--- config.mk ---
export PLATFORM = sky130hd
export DESIGN_NAME = freq_word_loader
export DESIGN_NICKNAME = d
export VERILOG_FILES = /design/src/rtl/freq_word_loader.sv
export SDC_FILE = /design/constraint.sdc
export NUM_CORES = 1
export LEC_CHECK = 0
export ABC_AREA = 1
export ABC_CLOCK_PERIOD_IN_PS = 5400
export BUFFER_PORTS_ARGS = -buffer_cell sky130_fd_sc_hd__buf_4
export CORE_MARGIN = 1
export CORE_UTILIZATION = 58
export CTS_BUF_LIST = sky130_fd_sc_hd__clkbuf_8 sky130_fd_sc_hd__clkbuf_16
export CTS_CLUSTER_SIZE = 24
export DETAILED_ROUTE_END_ITERATION = 10
export GPL_TIMING_DRIVEN = 0
export PLACE_DENSITY_LB_ADDON = 0.25
export SLEW_MARGIN = 20
export SYNTH_ARGS = -nofsm -noshare
export SYNTH_HDL_FRONTEND = slang
export SYNTH_SLANG_ARGS = --single-unit
--- constraint.sdc ---
create_clock -name clk -period 5.4 [get_ports clk]
set_input_delay 0.27 -clock clk [delete_from_list [all_inputs] [get_ports clk]]
set_output_delay 0.27 -clock clk [all_outputs]
set_load 0.1 [all_outputs]
--- src/rtl/freq_word_loader.sv ---
module freq_word_loader #(
  parameter int DATA_W        = 8,
  parameter int NUM_BYTES     = 4,
  parameter int SYNC_STAGES   = 2,
  parameter int LOAD_LATENCY  = 34,
  parameter int RESET_LATENCY = 35,
  localparam int WORD_W = DATA_W * NUM_BYTES,
  localparam int AW     = $clog2(NUM_BYTES),
  localparam int CW     = $clog2(RESET_LATENCY + LOAD_LATENCY + 1)
) (
  input  logic              clk,
  input  logic              rst,
  input  logic              wr_n,
  input  logic [AW-1:0]     addr,
  input  logic [DATA_W-1:0] din,
  input  logic              ld,
  output logic [WORD_W-1:0] inc_word,
  output logic              sync_n
);

  logic [SYNC_STAGES:0] wr_sh, ld_sh;
  logic                 wr_fall, ld_rise;
  logic [AW-1:0]        lane;
  logic [DATA_W-1:0]    stage [NUM_BYTES];
  logic [CW-1:0]        cnt;
  logic                 busy;

  always_ff @(posedge clk) begin
    if (rst) begin
      wr_sh <= '1;
      ld_sh <= '0;
    end else begin
      wr_sh <= {wr_sh[SYNC_STAGES-1:0], wr_n};
      ld_sh <= {ld_sh[SYNC_STAGES-1:0], ld};
    end
  end

  assign wr_fall = wr_sh[SYNC_STAGES] & ~wr_sh[SYNC_STAGES-1];
  assign ld_rise = ld_sh[SYNC_STAGES-1] & ~ld_sh[SYNC_STAGES];
  assign lane    = AW'(NUM_BYTES - 1) - addr;

  for (genvar b = 0; b < NUM_BYTES; b++) begin : g_lane
    always_ff @(posedge clk) begin
      if (!rst && wr_fall && lane == AW'(b))
        stage[b] <= din;
    end
    always_ff @(posedge clk) begin
      if (!rst && ld_rise)
        inc_word[b*DATA_W +: DATA_W] <= stage[b];
    end
  end

  always_ff @(posedge clk) begin
    if (rst) begin
      busy   <= 1'b1;
      cnt    <= CW'(RESET_LATENCY);
      sync_n <= 1'b1;
    end else begin
      sync_n <= ~(busy && cnt == CW'(1) && !ld_rise);
      if (ld_rise) begin
        busy <= 1'b1;
        cnt  <= CW'(LOAD_LATENCY - 1);
      end else if (busy) begin
        cnt <= cnt - CW'(1);
        if (cnt == CW'(1)) busy <= 1'b0;
      end
    end
  end

endmodule

==> impl_summary.txt <==
----------------------------------------------------
[Worst setup path]
  R2r setup slk ... 3.55 ns
  Critical R2R Capture ... inc_word[21]
  Critical path launch point type ... flip-flop
  Crit. Startpoint ... ld_sh[1]
  Max FO, Critical Path ... 32
  Crit path required time ... between 5 and 6 ns
  Kind of capture point of the worst setup path ... flip-flop
  RR Startpoint ... ld_sh[1]
  Type of the worst setup path ... reg2reg
  Register-to-Register Path Depth ... 4
  Worst endpoint data arrival time ... 1.83 ns

[Job]
  Max capacitance violation total ... 0

[Logic synthesis]
  Post-synthesis cell area ... between 2000 and 3000 um^2
  Unique cell type count in the Yosys netlist ... 20
  Fraction of the yosys area taken by sequential cells ... 0.869
  Net Count, Synth ... about 160
  Synth Register Bits ... about 80
  Yosys warns ... 0
  Mapped Cells ... between 100 and 150
  Mean cell area of the mapped netlist ... roughly 17 um^2

[Clocking]
  Number of buffers inserted during clock tree synthesis ... 9
  Clock transition at path regs ... around 0.07 ns
  CTS tree ... yes
  TritonCTS sink count ... slightly below 80
  Number of setup buffers added after CTS ... 0
  Latest clock arrival within the worst-skew pair ... 0.34 ns
  Hold buffers post-CTS ... 0
  Number of buffers on the longest clock path ... 2
  Post-CTS Resized ... 0
  H-tree levels ... 3
  CTS root buf ... sky130_fd_sc_hd__clkbuf_8

[Final layout]
  Footprint of the multi-input gates ... a little under 300 um^2
  Area growth from synthesis to final layout ... 26.2%
  Number of nets in the finished design ... roughly 220
  Proportion of layout cells with a drive suffix above 1 ... 0.352
  Filler cell count ... 220
  Area taken by flip-flops and latches ... around 2200 um^2
  Diode insertion count for antenna repair ... 0
  Design Area, Final ... 3230 um^2

[Placement]
  Total cell area at the placement stage ... ~3000 um^2
  Final weighted congestion in routability-driven placement ... between 0.8 and 0.9
  Count of input and output buffers ... 46
  Post-DP HPWL ... between 2000 and 3000 um

[Floorplanning]
  Die width ... 68.4 um
  Initial core utilization ... 0.621
  Io pins ... 47
  Count of standard-cell rows ... 23
  Die Footprint ... approximately 4700 um^2
  Core area ... between 4000 and 5000 um^2
  Vertical extent of the die ... between 60 and 70 um

[GRT]
  Vias in the first global route ... 1342
  First-pass GRT wire length ... 6310 um
  Global-route total usage across every layer ... 0.212
  Largest net degree at the start of global routing ... 33
  Total global routing overflow ... 0
  Number of antenna violations at the first check in global routing ... 0

[Timing]
  Count of final setup violators ... 0
  Fmax ... roughly 540 MHz
  Worst slack on hold paths ... between 0.1 and 0.15 ns
  Final Max Slew Viols ... 0
  Final-report hold violation count ... 0
  Share of the clock period used by the worst path ... 0.343
  Worst slew slack as a fraction of its limit ... 0.426
  Worst-margin pin slew ... around 0.86 ns
  Setup TNS ... 0 ns
  Fin crit period ... ~1.9 ns
  Clock skew ... ~0.007 ns
  Unrepaired setup endpoints after global routing ... false

[Min path]
  Hold Path Origin ... wr_n
  Number of cells on the worst hold path ... 2
  Sink of the worst hold path ... wr_sh[0]
  Worst min-delay path category ... in2reg

[Power]
  Internal power consumption ... between 0.0009 and 0.001 W
  Reported net switching power ... between 0.0002 and 0.0003 W
  Cell area power density ... 384 nW/um^2
  Share of total power in combinational logic ... 0.055
  Clock power share ... 0.403
  Proportion of total power due to net switching ... 0.203
  Portion of total power attributed to sequential cells ... 0.542
  Peak ir drop on the vdd network ... roughly 0.00028 V
  Lkg Pwr ... 1.24 nW

[Detailed routing]
  Wire length per cell after detailed routing ... roughly 17 um
  Pre-Repair DR Iteration Count ... 4
  Overall via count from detail_route ... around 1400
  Via density ... about 5.3
  ANT nets after route ... 0
  Remaining routing DRC violations ... 0
  Iter 0 DRT Violations ... 76
  Wire length after detailed routing ... around 4400 um

[Run status]
  Status ... completed

----------------------------------------------------
-- logic make-up after synthesis --
logic type | synth area share
buffers and inverters | 0.0264
adders and majority gates | 0.00978
DFF | 0.869
xor gates and xnor gates | 0.00343
AOI/OAI and AO/OA | 0.0103
and+or+nand+nor | 0.0812
-- flip-flops by register name (all words and copies together) (netlist names) --
name,cells
sync_n,1
ld_sh,3
cnt,7
busy,1
stage,32
inc_word,32
wr_sh,3
-- cells in the mapped netlist --
cell / n / share of area
sky130_fd_sc_hd__edfxtp_1: 64 / 0.75
sky130_fd_sc_hd__dfxtp_1: 15 / 0.12
sky130_fd_sc_hd__inv_1: 15 / 0.022
sky130_fd_sc_hd__nand2_1: 14 / 0.021
sky130_fd_sc_hd__nor2_1: 10 / 0.015
sky130_fd_sc_hd__nand3_1: 5 / 0.0098
sky130_fd_sc_hd__nor3_1: 5 / 0.0098
sky130_fd_sc_hd__a21oi_1: 3 / 0.0059
sky130_fd_sc_hd__nand4_1: 3 / 0.0073
sky130_fd_sc_hd__ha_1: 2 / 0.0098
sky130_fd_sc_hd__nand2_2: 2 / 0.0049
sky130_fd_sc_hd__or2_2: 2 / 0.0049
sky130_fd_sc_hd__a31oi_1: 1 / 0.0024
sky130_fd_sc_hd__buf_4: 1 / 0.0029
sky130_fd_sc_hd__inv_2: 1 / 0.0015
sky130_fd_sc_hd__nor2_2: 1 / 0.0024
sky130_fd_sc_hd__nor2_4: 1 / 0.0044
sky130_fd_sc_hd__o21ai_0: 1 / 0.0020
sky130_fd_sc_hd__or2_1: 1 / 0.0024
sky130_fd_sc_hd__xnor2_1: 1 / 0.0034
-- critical path, cell delays in order (launching register included) --
cell                      delay (ns)
sky130_fd_sc_hd__dfxtp_1        0.32
sky130_fd_sc_hd__inv_1          0.05
sky130_fd_sc_hd__nor2_1         0.27
sky130_fd_sc_hd__inv_1          0.15
sky130_fd_sc_hd__nor2_4         0.67
-- metrics by stage --
step	setup slack, ns	cells	power [W]	utilization
finish	3.55	260	0.00124	0.784
global route	3.40	260	0.00127	0.784
CTS	3.52	260	0.00125	0.784
detailed placement	3.60	244	0.000753	0.727
global placement	2.67	244	0.000745	0.721
floorplan	3.01	148	0.000728	-
-- layer usage --
metal | vias to the layer above | global-route usage | wire length, um
met3 | 12 | 0.0733 | 235
met1 | 661 | 0.206 | 1610
met2 | 57 | 0.375 | 2450
met4 | 0 | 0.138 | 106
li1 | 637 | - | -
met5 | - | 0 | 0
-- final cells by class --
cell class | instances | area share
clock inverter | 7 | 0.0345
multi-input combinational | 52 | 0.0915
buffer | 1 | 0.00233
sequential | 79 | 0.688
timing repair buffer | 46 | 0.107
inverter | 16 | 0.0186
tap | 50 | 0.0194
clock buffer | 9 | 0.0384
-- power by group through the flow --
| stage | Combinational, W | Clock, W | Sequential (W) |
|---|---|---|---|
| after floorplan | 0.0000203 | 0 | 0.000707 |
| after global placement | 0.0000618 | 0 | 0.000684 |
| after detailed placement | 0.0000682 | 0 | 0.000684 |
| after CTS | 0.0000687 | 0.000506 | 0.000671 |
| after global routing | 0.0000732 | 0.000530 | 0.000671 |
| final | 0.0000685 | 0.000499 | 0.000671 |
-- placed cells by master (no fill, tap or decap) --
master | Yosys | routed
sky130_fd_sc_hd__inv_1 | 15 | 15
sky130_fd_sc_hd__edfxtp_1 | 64 | 64
sky130_fd_sc_hd__clkinvlp_4 | 0 | 1
sky130_fd_sc_hd__clkinv_1 | 0 | 1
sky130_fd_sc_hd__nand2_1 | 14 | 14
sky130_fd_sc_hd__or2_1 | 1 | 1
sky130_fd_sc_hd__dfxtp_1 | 15 | 15
sky130_fd_sc_hd__nor2_2 | 1 | 1
sky130_fd_sc_hd__or2_2 | 2 | 2
sky130_fd_sc_hd__nand3_1 | 5 | 5
sky130_fd_sc_hd__nand4_1 | 3 | 3
sky130_fd_sc_hd__a31oi_1 | 1 | 1
sky130_fd_sc_hd__ha_1 | 2 | 2
sky130_fd_sc_hd__nor3_2 | 0 | 4
sky130_fd_sc_hd__nand2_2 | 2 | 2
sky130_fd_sc_hd__clkinv_2 | 0 | 2
sky130_fd_sc_hd__clkbuf_8 | 0 | 9
sky130_fd_sc_hd__buf_4 | 1 | 47
sky130_fd_sc_hd__xnor2_1 | 1 | 1
sky130_fd_sc_hd__a21oi_1 | 3 | 3
sky130_fd_sc_hd__nor2_4 | 1 | 2
sky130_fd_sc_hd__bufinv_16 | 0 | 3
sky130_fd_sc_hd__inv_2 | 1 | 1
sky130_fd_sc_hd__nor2_1 | 10 | 9
sky130_fd_sc_hd__o21ai_0 | 1 | 1
sky130_fd_sc_hd__nor3_1 | 5 | 1
-- worst max-delay path by stage --
stage / end / cells past startpoint
2_1_floorplan: inc_word[0] / 4
3_3_place_gp: inc_word[18] / 4
3_5_place_dp: inc_word[10] / 4
4_1_cts: inc_word[7] / 4
5_1_grt: inc_word[3] / 4
6_report: inc_word[21] / 4
(Power assumes the default switching activity.)
